`config.mk`:
```
export PLATFORM = sky130hd
export DESIGN_NAME = exc_return_ctrl
export DESIGN_NICKNAME = d
export VERILOG_FILES = /design/src/rtl/exc_ret_pkg.sv /design/src/rtl/exc_ret_decide.sv /design/src/rtl/exc_ret_unstack.sv /design/src/rtl/exc_return_ctrl.sv
export SDC_FILE = /design/constraint.sdc
export NUM_CORES = 1
export LEC_CHECK = 0
export BUFFER_PORTS_ARGS = -buffer_cell sky130_fd_sc_hd__buf_2
export CORE_MARGIN = 2
export CORE_UTILIZATION = 45
export CTS_CLUSTER_SIZE = 16
export DETAILED_ROUTE_END_ITERATION = 16
export PLACE_DENSITY_LB_ADDON = 0.12
export SYNTH_ARGS = -nofsm -noshare
export SYNTH_HDL_FRONTEND = slang
export SYNTH_SLANG_ARGS = --single-unit
```
`constraint.sdc`:
```
create_clock -name clk -period 2.79 [get_ports clk]
set_input_delay 0.279 -clock clk [delete_from_list [all_inputs] [get_ports clk]]
set_output_delay 0.279 -clock clk [all_outputs]
set_load 0.05 [all_outputs]
```
`src/rtl/exc_ret_pkg.sv`:
```
package exc_ret_pkg;
  typedef enum logic [1:0] {
    PATH_NONE    = 2'd0,
    PATH_CHAIN   = 2'd1,
    PATH_HANDLER = 2'd2,
    PATH_THREAD  = 2'd3
  } path_e;

  typedef enum logic [1:0] {
    ST_IDLE  = 2'd0,
    ST_CHAIN = 2'd1,
    ST_POP   = 2'd2
  } state_e;
endpackage

```
`src/rtl/exc_ret_decide.sv`:
```
module exc_ret_decide
  import exc_ret_pkg::*;
#(
  parameter int PRIO_W = 3
) (
  input  logic              pend_valid,
  input  logic [PRIO_W-1:0] pend_prio,
  input  logic              stk_valid,
  input  logic [PRIO_W-1:0] stk_prio,
  output path_e             path
);
  logic pend_wins;

  // strict compare: equal urgency stays with the stacked handler
  assign pend_wins = pend_valid && (!stk_valid || (pend_prio < stk_prio));

  always_comb begin
    if (pend_wins)      path = PATH_CHAIN;
    else if (stk_valid) path = PATH_HANDLER;
    else                path = PATH_THREAD;
  end
endmodule

```
`src/rtl/exc_ret_unstack.sv`:
```
module exc_ret_unstack #(
  parameter int ADDR_W = 32,
  parameter int DATA_W = 32,
  parameter int WORDS  = 8
) (
  input  logic              clk,
  input  logic              rst,
  input  logic              start,
  input  logic [ADDR_W-1:0] base,
  input  logic              mem_rd_valid,
  input  logic [DATA_W-1:0] mem_rd_data,
  output logic              mem_rd_req,
  output logic [ADDR_W-1:0] mem_rd_addr,
  output logic [DATA_W-1:0] pc_word,
  output logic              last
);
  localparam int IDX_W  = $clog2(WORDS);
  localparam int PC_IDX = WORDS - 2;

  logic              busy;
  logic [IDX_W-1:0]  idx;
  logic [ADDR_W-1:0] base_q;
  logic              accept;

  assign accept      = busy && mem_rd_valid;
  assign last        = accept && (idx == IDX_W'(WORDS - 1));
  assign mem_rd_req  = busy;
  assign mem_rd_addr = base_q + ADDR_W'({idx, 2'b00});

  always_ff @(posedge clk) begin
    if (rst) begin
      busy    <= 1'b0;
      idx     <= '0;
      base_q  <= '0;
      pc_word <= '0;
    end else if (start) begin
      busy   <= 1'b1;
      idx    <= '0;
      base_q <= base;
    end else if (accept) begin
      if (idx == IDX_W'(PC_IDX)) pc_word <= mem_rd_data;
      if (last) busy <= 1'b0;
      else      idx  <= idx + 1'b1;
    end
  end
endmodule

```
`src/rtl/exc_return_ctrl.sv`:
```
module exc_return_ctrl
  import exc_ret_pkg::*;
#(
  parameter int PRIO_W = 3,
  parameter int NUM_W  = 6,
  parameter int ADDR_W = 32,
  parameter int DATA_W = 32,
  parameter int WORDS  = 8
) (
  input  logic              clk,
  input  logic              rst,
  input  logic              exit_req,
  input  logic              pend_valid,
  input  logic [PRIO_W-1:0] pend_prio,
  input  logic [NUM_W-1:0]  pend_num,
  input  logic              stk_valid,
  input  logic [PRIO_W-1:0] stk_prio,
  input  logic              thread_psp,
  input  logic [ADDR_W-1:0] sp_in,
  input  logic              chain_ack,
  input  logic              mem_rd_valid,
  input  logic [DATA_W-1:0] mem_rd_data,
  output logic              chain_req,
  output logic              mem_rd_req,
  output logic [ADDR_W-1:0] mem_rd_addr,
  output logic              exit_done,
  output logic [1:0]        exit_path,
  output logic [DATA_W-1:0] ret_pc,
  output logic [ADDR_W-1:0] sp_out,
  output logic              sp_sel,
  output logic [NUM_W-1:0]  active_num
);
  localparam logic [ADDR_W-1:0] FRAME_BYTES = ADDR_W'(WORDS * 4);

  state_e            state;
  path_e             path_now, path_q;
  logic              cfg_q;
  logic [ADDR_W-1:0] sp_q;
  logic [NUM_W-1:0]  pnum_q;
  logic              accept_exit, pop_start, pop_last;
  logic [DATA_W-1:0] pc_word;

  exc_ret_decide #(.PRIO_W(PRIO_W)) i_decide (
    .pend_valid (pend_valid),
    .pend_prio  (pend_prio),
    .stk_valid  (stk_valid),
    .stk_prio   (stk_prio),
    .path       (path_now)
  );

  assign accept_exit = (state == ST_IDLE) && exit_req;
  assign pop_start   = accept_exit && (path_now != PATH_CHAIN);

  exc_ret_unstack #(.ADDR_W(ADDR_W), .DATA_W(DATA_W), .WORDS(WORDS)) i_unstack (
    .clk          (clk),
    .rst          (rst),
    .start        (pop_start),
    .base         (sp_in),
    .mem_rd_valid (mem_rd_valid),
    .mem_rd_data  (mem_rd_data),
    .mem_rd_req   (mem_rd_req),
    .mem_rd_addr  (mem_rd_addr),
    .pc_word      (pc_word),
    .last         (pop_last)
  );

  always_ff @(posedge clk) begin
    if (rst) begin
      state      <= ST_IDLE;
      path_q     <= PATH_NONE;
      cfg_q      <= 1'b0;
      sp_q       <= '0;
      pnum_q     <= '0;
      chain_req  <= 1'b0;
      exit_done  <= 1'b0;
      exit_path  <= 2'd0;
      ret_pc     <= '0;
      sp_out     <= '0;
      sp_sel     <= 1'b0;
      active_num <= '0;
    end else begin
      exit_done <= 1'b0;
      unique case (state)
        ST_IDLE: if (exit_req) begin
          path_q <= path_now;
          cfg_q  <= thread_psp;
          sp_q   <= sp_in;
          pnum_q <= pend_num;
          if (path_now == PATH_CHAIN) begin
            chain_req <= 1'b1;
            state     <= ST_CHAIN;
          end else begin
            state <= ST_POP;
          end
        end
        ST_CHAIN: if (chain_ack) begin
          chain_req  <= 1'b0;
          exit_done  <= 1'b1;
          exit_path  <= PATH_CHAIN;
          active_num <= pnum_q;
          sp_sel     <= 1'b0;
          sp_out     <= sp_q;
          state      <= ST_IDLE;
        end
        ST_POP: if (pop_last) begin
          exit_done  <= 1'b1;
          exit_path  <= path_q;
          ret_pc     <= pc_word;
          active_num <= mem_rd_data[NUM_W-1:0];
          sp_sel     <= (path_q == PATH_THREAD) ? cfg_q : 1'b0;
          sp_out     <= sp_q + FRAME_BYTES;
          state      <= ST_IDLE;
        end
        default: state <= ST_IDLE;
      endcase
    end
  end
endmodule

```
==> flow_summary.json <==
{
  "status": "complete, no violations",
  "cts_buffer_depth": 2,
  "final-hold-violation-count": 0,
  "syn-num-nets": 1116,
  "hp-class": "input pin to register",
  "worst_clock_skew_ns": 0.0135,
  "peakVddDrop_v": 0.000459,
  "avgSynthCellArea_um2": 8.13,
  "die_w_um": 140,
  "ant_nets": 0,
  "maxCapViolations": 0,
  "fin_crit_ns": 2.73,
  "grt_max_degree": 93,
  "cts-root-buf": "clkbuf_16",
  "cts_buffers": 17,
  "crit_path_max_fanout": 7,
  "clk_pin_slew_ns": 0.07,
  "core_area_mm2": 0.0180,
  "via_count": 7605,
  "ioPinCount": 192,
  "overflow": 0,
  "dieArea_mm2": 0.0195,
  "setup.worst_path.end_class": "primary output",
  "cp.required_ns": 2.51,
  "synthFlopType": "dfxtp_1",
  "grt_pass1_wl_um": 37000,
  "final-max-slew-violation-count": 0,
  "gp_congestion": 0.882,
  "top_layer_used": "met4",
  "drc": 0,
  "start_util_pct": 46.0,
  "placed_area_mm2": 0.00947,
  "drtIter0Drc": 447,
  "wirelength_um": 22800,
  "rsz0062_at_grt": "yes",
  "place_hpwl_um": 15400,
  "relSlewSlack_pct": 34.0,
  "vias_per_cell": 5.37,
  "path_class": "register to primary output",
  "power_density_mw_per_mm2": 720,
  "ys_seq_elements": 186,
  "synth_edf_count": 0,
  "fill_cells": 1773,
  "synth_cell_types": 51,
  "fin_hold_ws_ns": 0.0670,
  "track_usage_pct": 23.2,
  "wl_met1_um": 11300,
  "max_freq_mhz": 366,
  "cp-start-kind": "register",
  "period_share_pct": 98.0,
  "grt_pass1_vias": 7093,
  "ys_seq_area_share_pct": 44.9,
  "syn_to_final_growth_pct": 22.6,
  "fin_nets": 1267,
  "fin_ws_ns": 0.0560,
  "wire_per_inst_um": 16.1,
  "die_h_um": 140,
  "synth_area_mm2": 0.00829,
  "cts_setup_buffers": 0,
  "cts_tree": "done",
  "drive_above_1_share_pct": 22.6,
  "arrival_ns": 2.46,
  "setup_viol": 0,
  "postLayoutCellArea_mm2": 0.0102,
  "num_rows": 49,
  "met3_length_um": 1090,
  "drtPass1Iterations": 5,
  "yosys_warnings": 0,
  "place_ws_ns": 0.331,
  "met2RoutedLength_um": 10100,
  "asyncSetResetFlopFracSynth_pct": 0,
  "io_buffers": 191,
  "insertion_delay_ns": 0.43,
  "fin_util_pct": 56.4,
  "cts.sinks": 186,
  "synthCells": 1019,
  "htreeDepth": 4,
  "p_leak_nw": 4.00,
  "worstMarginPinSlew_ns": 0.990,
  "antenna_found_initial": 3
}
repair_timing:
item,CTS,global route
hold buffers,0,0
resized for setup,7,13
setup endpoints to repair,11,22
pin swaps,1,1
registers in the layout (all words and copies together), names as in the netlist, 2 cells and up:
name	cells
exit_path	2
path_q	2
sp_out	32
i_unstack.idx	3
pnum_q	6
i_unstack.base_q	32
active_num	6
state	2
sp_q	32
i_unstack.pc_word	32
ret_pc	32
cells in the final DEF, fill, tap and decap left out, types with 4 or more instances in the layout:
master	netlist	final
inv_8	0	4
a211oi_1	18	16
nor3_1	13	10
buf_12	0	4
and2_1	6	6
nand3_1	19	19
clkbuf_16	0	17
or3_1	4	4
xor2_1	13	13
o21ai_0	26	26
or4_1	7	6
nand4_1	45	45
nand2_1	245	244
dfxtp_1	186	185
a21oi_1	124	123
and4_1	4	4
mux2i_1	41	41
inv_1	28	27
a31oi_1	9	9
buf_4	2	23
clkinv_4	0	4
xnor2_1	29	29
nor2_1	28	26
buf_2	4	184
and3_1	7	7
o31ai_1	36	36
ha_1	12	12
worst max-delay path: stages (launching register included):
cell	delay, ns
dfxtp_1	0.44
nand4_1	0.24
or4_4	0.66
nor2_1	0.17
xor2_1	0.22
buf_2	0.30
per-stage QoR:
step | power, mW | instances | TNS (ns)
floorplan | 4.36 | 1019 | 0
global placement | 4.86 | 1380 | 0
detailed placement | 4.88 | 1380 | 0
CTS | 7.37 | 1412 | 0
global route | 7.66 | 1415 | -0.0990
finish | 7.32 | 1415 | 0
cell families after synthesis:
logic type / count (synthesis) / synth area share (%)
AOI/OAI and AO/OA: 236 / 17.1
xor gates and xnor gates: 42 / 4.44
adders and majority gates: 13 / 2.05
buffers and inverters: 109 / 5.10
DFF: 186 / 44.9
muxes: 41 / 4.95
and+or+nand+nor: 392 / 21.4
cell type report:
class / count / area (um^2) / share of cell area [%]
antenna: 3 / 7.51 / 0.0739
sequential: 186 / 3720 / 36.7
clock inverter: 14 / 181 / 1.79
inverter: 28 / 105 / 1.03
clock buffer: 18 / 429 / 4.22
multi-input combinational: 724 / 4240 / 41.7
tap: 229 / 287 / 2.82
timing repair buffer: 213 / 1190 / 11.7
Yosys cell counts (2+ instances only):
library cell | number | area share, %
nand2_1 | 245 | 11
o21ai_0 | 26 | 1.6
nor3_1 | 13 | 0.78
nor2b_1 | 2 | 0.15
and2_1 | 6 | 0.45
a311oi_1 | 3 | 0.32
mux2i_1 | 41 | 5.0
o31ai_1 | 36 | 3.3
nand3_1 | 19 | 1.1
or3_1 | 4 | 0.30
or4_1 | 7 | 0.63
buf_4 | 2 | 0.18
a21oi_1 | 124 | 7.5
and4_1 | 4 | 0.42
xor2_1 | 13 | 1.4
nor3b_1 | 2 | 0.18
ha_1 | 12 | 1.8
a2111oi_0 | 3 | 0.32
o2111ai_1 | 2 | 0.21
and3_1 | 7 | 0.53
o2111a_1 | 2 | 0.27
dfxtp_1 | 186 | 45
inv_1 | 28 | 1.3
a211oi_1 | 18 | 1.6
nand4_1 | 45 | 3.4
a31oi_1 | 9 | 0.68
nor2_1 | 28 | 1.3
nand4_2 | 3 | 0.45
buf_1 | 6 | 0.27
buf_2 | 4 | 0.24
nor4_1 | 4 | 0.30
clkbuf_1 | 68 | 3.1
xnor2_1 | 29 | 3.1
routing by layer:
metal	up-vias	GRT usage [%]
met2	181	35.1
met3	20	4.82
met1	3532	33.4
li1	3872	-
met4	0	6.63
met5	-	0
power by group:
part / leakage (nW) / switching, mW / internal (mW)
clock: 0.296 / 1.13 / 1.36
combinational: 2.19 / 1.27 / 0.486
sequential: 1.51 / 0.185 / 2.89
path summary, 6_finish.rpt:
| path | start | depth (start not counted) | endpoint | slack, ns |
|---|---|---|---|---|
| max | i_unstack.base_q[5] | 5 | mem_rd_addr[19] | 0.06 |
| min | stk_valid | 2 | path_q[0] | 0.07 |
| max reg2reg | state[0] | 6 | sp_out[26] | 0.43 |
| min reg2reg | i_unstack.pc_word[26] | 2 | ret_pc[26] | 0.44 |
Power figures use the tool's default switching activity.
